[src/rtl/psup_pkg.sv]
package psup_pkg;
    localparam int unsigned NRAIL = 2;

    typedef enum logic [1:0] {
        FLT_NONE = 2'd0,
        FLT_UV   = 2'd1,
        FLT_OV   = 2'd2
    } fault_e;
endpackage

[src/rtl/psup_sync.sv]
module psup_sync #(
    parameter int unsigned W      = 1,
    parameter int unsigned STAGES = 2
) (
    input  logic         clk,
    input  logic         rst_n,
    input  logic [W-1:0] d_i,
    output logic [W-1:0] q_o
);
    logic [W-1:0] stg_q [STAGES];

    always_ff @(posedge clk or negedge rst_n) begin
        if (!rst_n) begin
            for (int i = 0; i < int'(STAGES); i++) stg_q[i] <= '0;
        end else begin
            stg_q[0] <= d_i;
            for (int i = 1; i < int'(STAGES); i++) stg_q[i] <= stg_q[i-1];
        end
    end

    assign q_o = stg_q[STAGES-1];
endmodule

[src/rtl/psup_blank_timer.sv]
module psup_blank_timer #(
    parameter int unsigned LIMIT = 6144
) (
    input  logic clk,
    input  logic rst_n,
    input  logic run_i,
    output logic done_o
);
    localparam int unsigned CW = $clog2(LIMIT + 1);
    localparam logic [CW-1:0] LIM = CW'(LIMIT);

    logic [CW-1:0] cnt_d, cnt_q;

    always_comb begin
        cnt_d = cnt_q;
        if (!run_i)          cnt_d = '0;
        else if (cnt_q != LIM) cnt_d = cnt_q + 1'b1;
    end

    always_ff @(posedge clk or negedge rst_n) begin
        if (!rst_n) cnt_q <= '0;
        else        cnt_q <= cnt_d;
    end

    assign done_o = (cnt_q == LIM);
endmodule

[src/rtl/psup_supervisor.sv]
module psup_supervisor
    import psup_pkg::*;
#(
    parameter int unsigned RST_DLY     = 32000,
    parameter int unsigned UV_BLANK    = 6144,
    parameter int unsigned SYNC_STAGES = 2
) (
    input  logic             clk,
    input  logic             rst_n,
    input  logic             en_i,
    input  logic             lockout_clr_i,
    input  logic [NRAIL-1:0] rail_good_i,
    input  logic [NRAIL-1:0] rail_ov_i,
    input  logic [NRAIL-1:0] rail_uv_i,
    output logic             rst_pull_low_o,
    output logic [NRAIL-1:0] conv_en_o,
    output logic             ls_force_o,
    output logic             ls_clamp_o
);
    localparam int unsigned RCW = $clog2(RST_DLY + 1);
    localparam int unsigned IW  = 2 + 3 * NRAIL;
    localparam logic [RCW-1:0] RLIM = RCW'(RST_DLY);

    typedef struct packed {
        fault_e         fault;
        logic [RCW-1:0] rcnt;
    } sup_st_t;

    // synchronized inputs
    logic [IW-1:0]    raw_in, syn_in;
    logic             en_s, lock_s;
    logic [NRAIL-1:0] good_s, ov_s, uv_s;
    logic [NRAIL-1:0] uv_armed;
    logic             conv_run;
    sup_st_t          st_d, st_q;

    assign raw_in = {en_i, lockout_clr_i, rail_good_i, rail_ov_i, rail_uv_i};

    psup_sync #(.W(IW), .STAGES(SYNC_STAGES)) u_sync (
        .clk   (clk),
        .rst_n (rst_n),
        .d_i   (raw_in),
        .q_o   (syn_in)
    );

    assign {en_s, lock_s, good_s, ov_s, uv_s} = syn_in;

    assign conv_run = en_s && lock_s && (st_q.fault == FLT_NONE);

    // per-rail undervoltage blanking after converter start
    for (genvar r = 0; r < NRAIL; r++) begin : g_rail
        assign conv_en_o[r] = conv_run;
        psup_blank_timer #(.LIMIT(UV_BLANK)) u_blank (
            .clk    (clk),
            .rst_n  (rst_n),
            .run_i  (conv_en_o[r]),
            .done_o (uv_armed[r])
        );
    end

    always_comb begin
        st_d = st_q;
        if (!en_s) begin
            st_d.fault = FLT_NONE;
            st_d.rcnt  = '0;
        end else begin
            if (|ov_s)
                st_d.fault = FLT_OV;
            else if (st_q.fault == FLT_NONE && |(uv_s & uv_armed))
                st_d.fault = FLT_UV;

            if (lock_s && (&good_s) && st_d.fault == FLT_NONE) begin
                if (st_q.rcnt != RLIM) st_d.rcnt = st_q.rcnt + 1'b1;
            end else begin
                st_d.rcnt = '0;
            end
        end
    end

    always_ff @(posedge clk or negedge rst_n) begin
        if (!rst_n) begin
            st_q.fault <= FLT_NONE;
            st_q.rcnt  <= '0;
        end else begin
            st_q <= st_d;
        end
    end

    assign ls_force_o     = (st_q.fault == FLT_OV);
    assign ls_clamp_o     = (st_q.fault == FLT_UV);
    assign rst_pull_low_o = (st_q.fault != FLT_NONE) || (st_q.rcnt != RLIM);
endmodule

[config.mk]
export PLATFORM = sky130hd
export DESIGN_NAME = psup_supervisor
export DESIGN_NICKNAME = d
export VERILOG_FILES = /design/src/rtl/psup_pkg.sv /design/src/rtl/psup_sync.sv /design/src/rtl/psup_blank_timer.sv /design/src/rtl/psup_supervisor.sv
export SDC_FILE = /design/constraint.sdc
export NUM_CORES = 1
export LEC_CHECK = 0
export ABC_AREA = 1
export CORE_MARGIN = 1.5
export CORE_UTILIZATION = 47
export DETAILED_ROUTE_END_ITERATION = 10
export GPL_ROUTABILITY_DRIVEN = 0
export PLACE_DENSITY_LB_ADDON = 0.2
export SYNTH_ARGS = -nofsm -noshare
export SYNTH_HDL_FRONTEND = slang
export SYNTH_SLANG_ARGS = --single-unit
[constraint.sdc]
create_clock -name clk -period 1.8 [get_ports clk]
set_clock_uncertainty 0.15 [all_clocks]
set_input_delay 0.27 -clock clk [delete_from_list [all_inputs] [get_ports clk]]
set_output_delay 0.27 -clock clk [all_outputs]
set_load 0.01 [all_outputs]
* Yosys cells after proc, flatten, opt, wreduce, memory -nomap -nowiden
Index checks and enable logic that the tools add are counted.
W data, S select, Z words.
** Word-level totals
- Flip-flop bits (word level) :: 59
- Output and inout port bits :: 5
- Input bits :: 10
- Word-level logic and storage cells :: 42
** Cells by class
- Bitwise gates (word level) :: 1
- Add/subtract/negate cells :: 3
- Reductions and logical operators :: 12
- Multiplexer cells :: 10
- Equal/unequal tests :: 10
** Operators by type and width (number)
- $mux W13 :: 4
- $mux W15 :: 2
- $add A13 B1 Y13 const B :: 2
- $eq A13 B13 Y1 const B :: 2
- $ne A13 B13 Y1 const B :: 2
- $mux W17 :: 1
- $add A15 B1 Y15 const B :: 1
- $ne A15 B15 Y1 const B :: 1
- $mux W2 :: 3
- $logic_and A1 B1 Y1 :: 5
- $logic_not A2 Y1 :: 2
- $reduce_or A2 Y1 :: 2
- $ne A3 B3 Y1 const B :: 1
- $and A2 B2 Y2 :: 1
- $eq A2 B1 Y1 const B :: 1
- $eq A2 B2 Y1 const B :: 1
- $ne A2 B1 Y1 const B :: 1
- $ne A2 B2 Y1 const B :: 1
- $reduce_and A2 Y1 :: 1
- $reduce_bool A2 Y1 :: 1
- $logic_or A1 B1 Y1 :: 1

* Depth between registers and ports, before layout
- Depth after elaboration :: 11
- Gate-level depth with buffers :: 12
- Depth with buffers taken out :: 11

* By module
A second synthesis with hierarchy kept.
** Second synthesis, totals
- Cell total of the unflattened synthesis :: 382
- Area total of the unflattened synthesis :: 3083.0 sq um
** By module, submodules not included
- psup_blank_timer :: sequential area each 325.3 sq um, area an instance 779.5 sq um, times used 2, cells each 107
- psup_supervisor :: sequential area each 425.4 sq um, area an instance 1063.5 sq um, times used 1, cells each 144
- psup_sync :: sequential area each 400.4 sq um, area an instance 460.4 sq um, times used 1, cells each 24

* Worst setup path before layout
Ideal clock, no wire load.
- Path type :: register -> register
- From :: register g_rail[1].u_blank.cnt_q[0]
- To :: register st_q[9] (netlist bit)
- Clock period less this slack :: 1.605 ns
- Data arrival time :: 1.332 ns
- Required time :: 1.528 ns
- Setup time :: 0.122 ns
- Path slack :: 0.195 ns
- Stages on the path, launching flop included :: 13
- Path buffers :: 1
- Path through :: dfrtp_1 inv_1 ha_1 inv_1 nor2_1 nand2_1 nor2_1 nand3_1 nand3_1 nand2_2 nand2_4 buf_6 nor2_2
** Between the ends
- Word-level cells in the longest chain between the ends :: 11
- Elaborated cells on any way between the ends :: 12
- Classes of those cells :: eq/ne (2); mux (5); bitwise (1); reduce/logical (4)
** RTL lines
- from (decl) :: RTL line psup_blank_timer.sv:12 : logic [CW-1:0] cnt_d, cnt_q;
- from (signal assigned) :: RTL line psup_blank_timer.sv:22 : else cnt_q <= cnt_d;
- $eq A13 B13 Y1 (*) :: RTL line psup_blank_timer.sv:25 : assign done_o = (cnt_q == LIM);
- $and A2 B2 Y2 (*) :: RTL line psup_supervisor.sv:69 : else if (st_q.fault == FLT_NONE && |(uv_s & uv_armed))
- $reduce_or A2 Y1 (*) :: RTL line psup_supervisor.sv:69
- $logic_and A1 B1 Y1 (*) :: RTL line psup_supervisor.sv:69
- $mux W2 (*) :: RTL line psup_supervisor.sv:69
- $mux W2 (*) :: RTL line psup_supervisor.sv:67 : if (|ov_s)
- $mux W2 (*) :: RTL line psup_supervisor.sv:63 : if (!en_s) begin
- $logic_not A2 Y1 (*) :: RTL line psup_supervisor.sv:72 : if (lock_s && (&good_s) && st_d.fault == FLT_NONE) begin
- $logic_and A1 B1 Y1 (*) :: RTL line psup_supervisor.sv:72
- $mux W15 :: RTL line psup_supervisor.sv:72
- $mux W17 :: RTL line psup_supervisor.sv:63
- to (signal assigned) :: RTL line psup_supervisor.sv:85 : st_q <= st_d;
- to (decl) :: RTL line psup_supervisor.sv:35 : sup_st_t st_d, st_q;
Mark *: on every way between the ends. The rest lies on a longest branch, timed or not. The select of a mux whose other input is x is not followed.
A chain may end at the register's enable or synchronous reset.

* Worst setup path in the final report
- From :: register st_q[1] (netlist bit)
- To :: output port rst_pull_low_o
** Between the ends
- Word-level cells in the longest chain between the ends :: 2
** RTL lines
- $ne A15 B15 Y1 :: RTL line psup_supervisor.sv:91 : assign rst_pull_low_o = (st_q.fault != FLT_NONE) || (st_q.rcnt != RLIM);
- $logic_or A1 B1 Y1 :: RTL line psup_supervisor.sv:91
- to (decl) :: RTL line psup_supervisor.sv:15 : output logic rst_pull_low_o,
Every way passes these cells.

==> metrics.txt <==
Final setup viols 1; global-route wire length before repair around 8.6 mm; Cell Rows 27; largest net degree at the start of global routing 60; Power Internal ~2.2 mW; clk sink count 59; Seq cells post-synth 59; dpl hpwl about 3.4 mm; share of layout cells above drive strength 1 about a fifth; sw frac 20.6%; drt wl/cell 12.0 um; Die ar. between 0.006 and 0.007 sq mm; Critical Path RT about 1.4 ns; CTS root buf clkbuf_8; Tot Pwr around 2.8 mW; CP max stage cell dfrtp_1; worst skew pair latency 0.33 ns; CTS Buf Count 9; Setup WS post-layout -0.0319 ns; placed cells about 410; CP top delay family flip-flops; Comb power frac 3.7%; crit path DAT 1.41 ns; Cell variety after synth 29; HP Class reg -> reg; violated checks setup timing; Peak VDD IR between 800 and 900 uV; die height ~80 um; final worst path period share 102%; post-route antenna net violation count 0; vias roughly 2100; Hold Vio Cnt, Final 0; initial core utilization 49.8%; setup tns final -0.0319 ns; Layout area overhead 21.7%; Overflow after GRT 0; minimum clock period between 1.5 and 2 ns; initial antenna violation count 0; Max H-tree Level 3; Die W ~80 um; Synth Instances 317; CP Max Fanout 2; leakage 1.50 nW; Longest Clk Path Bufs 2; Slew @ Worst Pin a little under 0.7 ns; Slew Viols, Final 0; crit end category output port; RSZ-0062 raised after global routing yes; hold path depth 0; gr usage total 18.0%; mux contribution to synthesized area 0%; Reg power frac 48.1%; xor/xnor share of the synthesized area 4.39%; YS warnings 0; post-synthesis compound-gate area fraction around 7.6%; relative slew slack between 50% and 60%; Via density slightly below 5; Mapped Avg Cell Area 8.81 sq um; CP Depth 6; Clock power frac about 48%; port bufs 14; syn nets 333; outcome finished, violations left; Power Density 829 mW/mm^2; DRT Wirelength about 5.2 mm; Final Non-Filler Cells between 400 and 500; worst path buffer plus inverter count 2; Diodes inserted 0; Synth Cell Area about 0.0028 sq mm; Most Frequent Cell on Critical Path nand4_1; CP Launch Type flop; combinational family with the most area after synthesis simple AND/OR/NAND/NOR gates; # nets final between 300 and 400; worst path cell trace inv_2 -> ha_4 -> nand4_1 -> nor2_2 -> nand4_1 -> buf_2; Initial DRC Count about 110; FMAX 546 MHz; CTS tree built; Ports 15; max cap viols 0; post-synthesis adder-cell area fraction between 2 and 3%; 1st-pass router iterations 4; Sw Pwr 0.582 mW; Seq/Total Area, Yosys 52.8%; DRC 0; vias in the first global route about 2000; Worst Path Class, Setup reg -> out; slowest stage delay, CP between 0.3 and 0.4 ns; CTS clk-pin slew, worst paths about 0.07 ns; simple-gate share of the synthesized area 25.8%; total core area about 0.0056 sq mm; reg2reg path depth 9
==> layer usage <==
metal	vias up	routed length [um]	GRT usage, %	part of all wire (%)
li1	1087	-	-	-
met1	1000	2470	23.2	48
met2	31	2470	28.2	48
met3	8	138	3.52	2.7
met4	0	93	10.3	1.8
met5	-	0	0	0
==> cells in the mapped netlist (all sizes together) <==
cell type,n,area [sq um]
xor2,14,123
o21bai,1,7.51
nand2,52,213
a21oi,18,90.1
and2,2,12.5
nor3,13,81.3
and3,1,6.26
inv,40,150
nand4,5,31.3
buf,5,38.8
o21a,1,7.51
ha,6,75.1
nor4,2,12.5
nand3,16,90.1
a21boi,1,7.51
nor2,62,273
o21ai,18,90.1
a31o,1,8.76
dfrtp,59,1480
==> cells in the final DEF, fill, tap and decap left out, types with 3 or more instances in the layout <==
| cell | netlist | final |
|---|---|---|
| a21oi_1 | 18 | 18 |
| buf_2 | 1 | 4 |
| buf_4 | 3 | 12 |
| clkbuf_8 | 0 | 11 |
| clkdlybuf4s50_1 | 0 | 8 |
| clkinv_2 | 0 | 3 |
| dfrtp_1 | 59 | 59 |
| ha_1 | 6 | 5 |
| inv_1 | 36 | 34 |
| inv_2 | 4 | 6 |
| nand2_1 | 47 | 45 |
| nand2_2 | 4 | 5 |
| nand3_1 | 14 | 12 |
| nand3_2 | 2 | 4 |
| nand4_1 | 5 | 5 |
| nor2_1 | 46 | 43 |
| nor2_2 | 16 | 18 |
| nor3_1 | 11 | 10 |
| o21ai_0 | 17 | 17 |
| xor2_1 | 14 | 14 |
==> power groups by stage <==
stage / sequential (mW) / clock (mW) / combinational (mW)
2_1_floorplan: 1.38 / 0 / 0.0360
3_3_place_gp: 1.38 / 0 / 0.100
3_5_place_dp: 1.38 / 0 / 0.102
4_1_cts: 1.36 / 1.39 / 0.104
5_1_grt: 1.36 / 1.44 / 0.117
6_report: 1.36 / 1.36 / 0.103
==> worst reg2reg max path: stages (launching register included) <==
cell,delay [ns]
dfrtp_1,0.35
buf_4,0.12
ha_1,0.17
nand2_2,0.08
nor2_2,0.11
nand2_2,0.10
buf_4,0.15
nor2_1,0.12
xor2_1,0.18
nor2_2,0.05
==> registers in the layout (all words and copies together), names as in the netlist <==
name and flops:
u_sync.q_o 8, g_rail.u_blank.cnt_q 26, u_sync.stg_q 8, st_q 17
==> final cells by class <==
| cell class | count | area (sq um) |
|---|---|---|
| clock inverters | 5 | 75.1 |
| inverters | 40 | 150 |
| clock buffers | 11 | 151 |
| flip-flops and latches | 59 | 1480 |
| well taps | 72 | 90.1 |
| fillers | 495 | 2210 |
| repair buffers | 29 | 249 |
| multi-input cells | 214 | 1210 |
==> through the flow <==
| stage | hold slack [ns] | area, sq um | setup slack, ns | utilization, % |
|---|---|---|---|---|
| 6_report | 0.198 | 3400 | -0.0319 | 60.6 |
| 5_1_grt | 0.206 | 3400 | -0.101 | 60.6 |
| 4_1_cts | 0.200 | 3300 | -0.224 | 58.9 |
| 3_5_place_dp | 0.148 | 3060 | -0.0548 | 54.6 |
| 3_3_place_gp | 0.146 | 3060 | 0.0380 | 54.6 |
| 2_1_floorplan | -0.176 | 2790 | 0.195 | - |
==> path summary, 6_finish.rpt <==
check                      slack [ns]                    endpoint        startpoint
max in group asynchronous        0.91  g_rail[0].u_blank.cnt_q[7]             rst_n
hold reg to reg                  0.20               u_sync.q_o[7]  u_sync.stg_q[15]
min in group asynchronous        0.32  g_rail[1].u_blank.cnt_q[9]             rst_n
setup / recovery                -0.03              rst_pull_low_o           st_q[1]
setup reg to reg                 0.11                     st_q[6]           st_q[0]
hold / removal                   0.20               u_sync.q_o[7]  u_sync.stg_q[15]
==> kinds of logic (layout without fill, tap and decap cells) <==
group | count (synthesis) | count (layout)
AND/OR/NAND/NOR | 153 | 154
flip-flops | 59 | 59
buffers and inverters | 45 | 85
AO/OA/AOI/OAI | 40 | 40
XOR/XNOR | 14 | 14
adder cells (fa/ha/maj) | 6 | 6
==> repair_timing <==
| action | in CTS | in global routing |
|---|---|---|
| hold endpoints to repair | 59 | 0 |
| endpoints found under the setup margin | 5 | 18 |
| hold buffers | 1 | 0 |
| gates cloned | 0 | 1 |
| setup buffers | 2 | 3 |
| gates resized for setup | 10 | 21 |
| pin swaps | 0 | 8 |
Power figures use the tool's default switching activity.
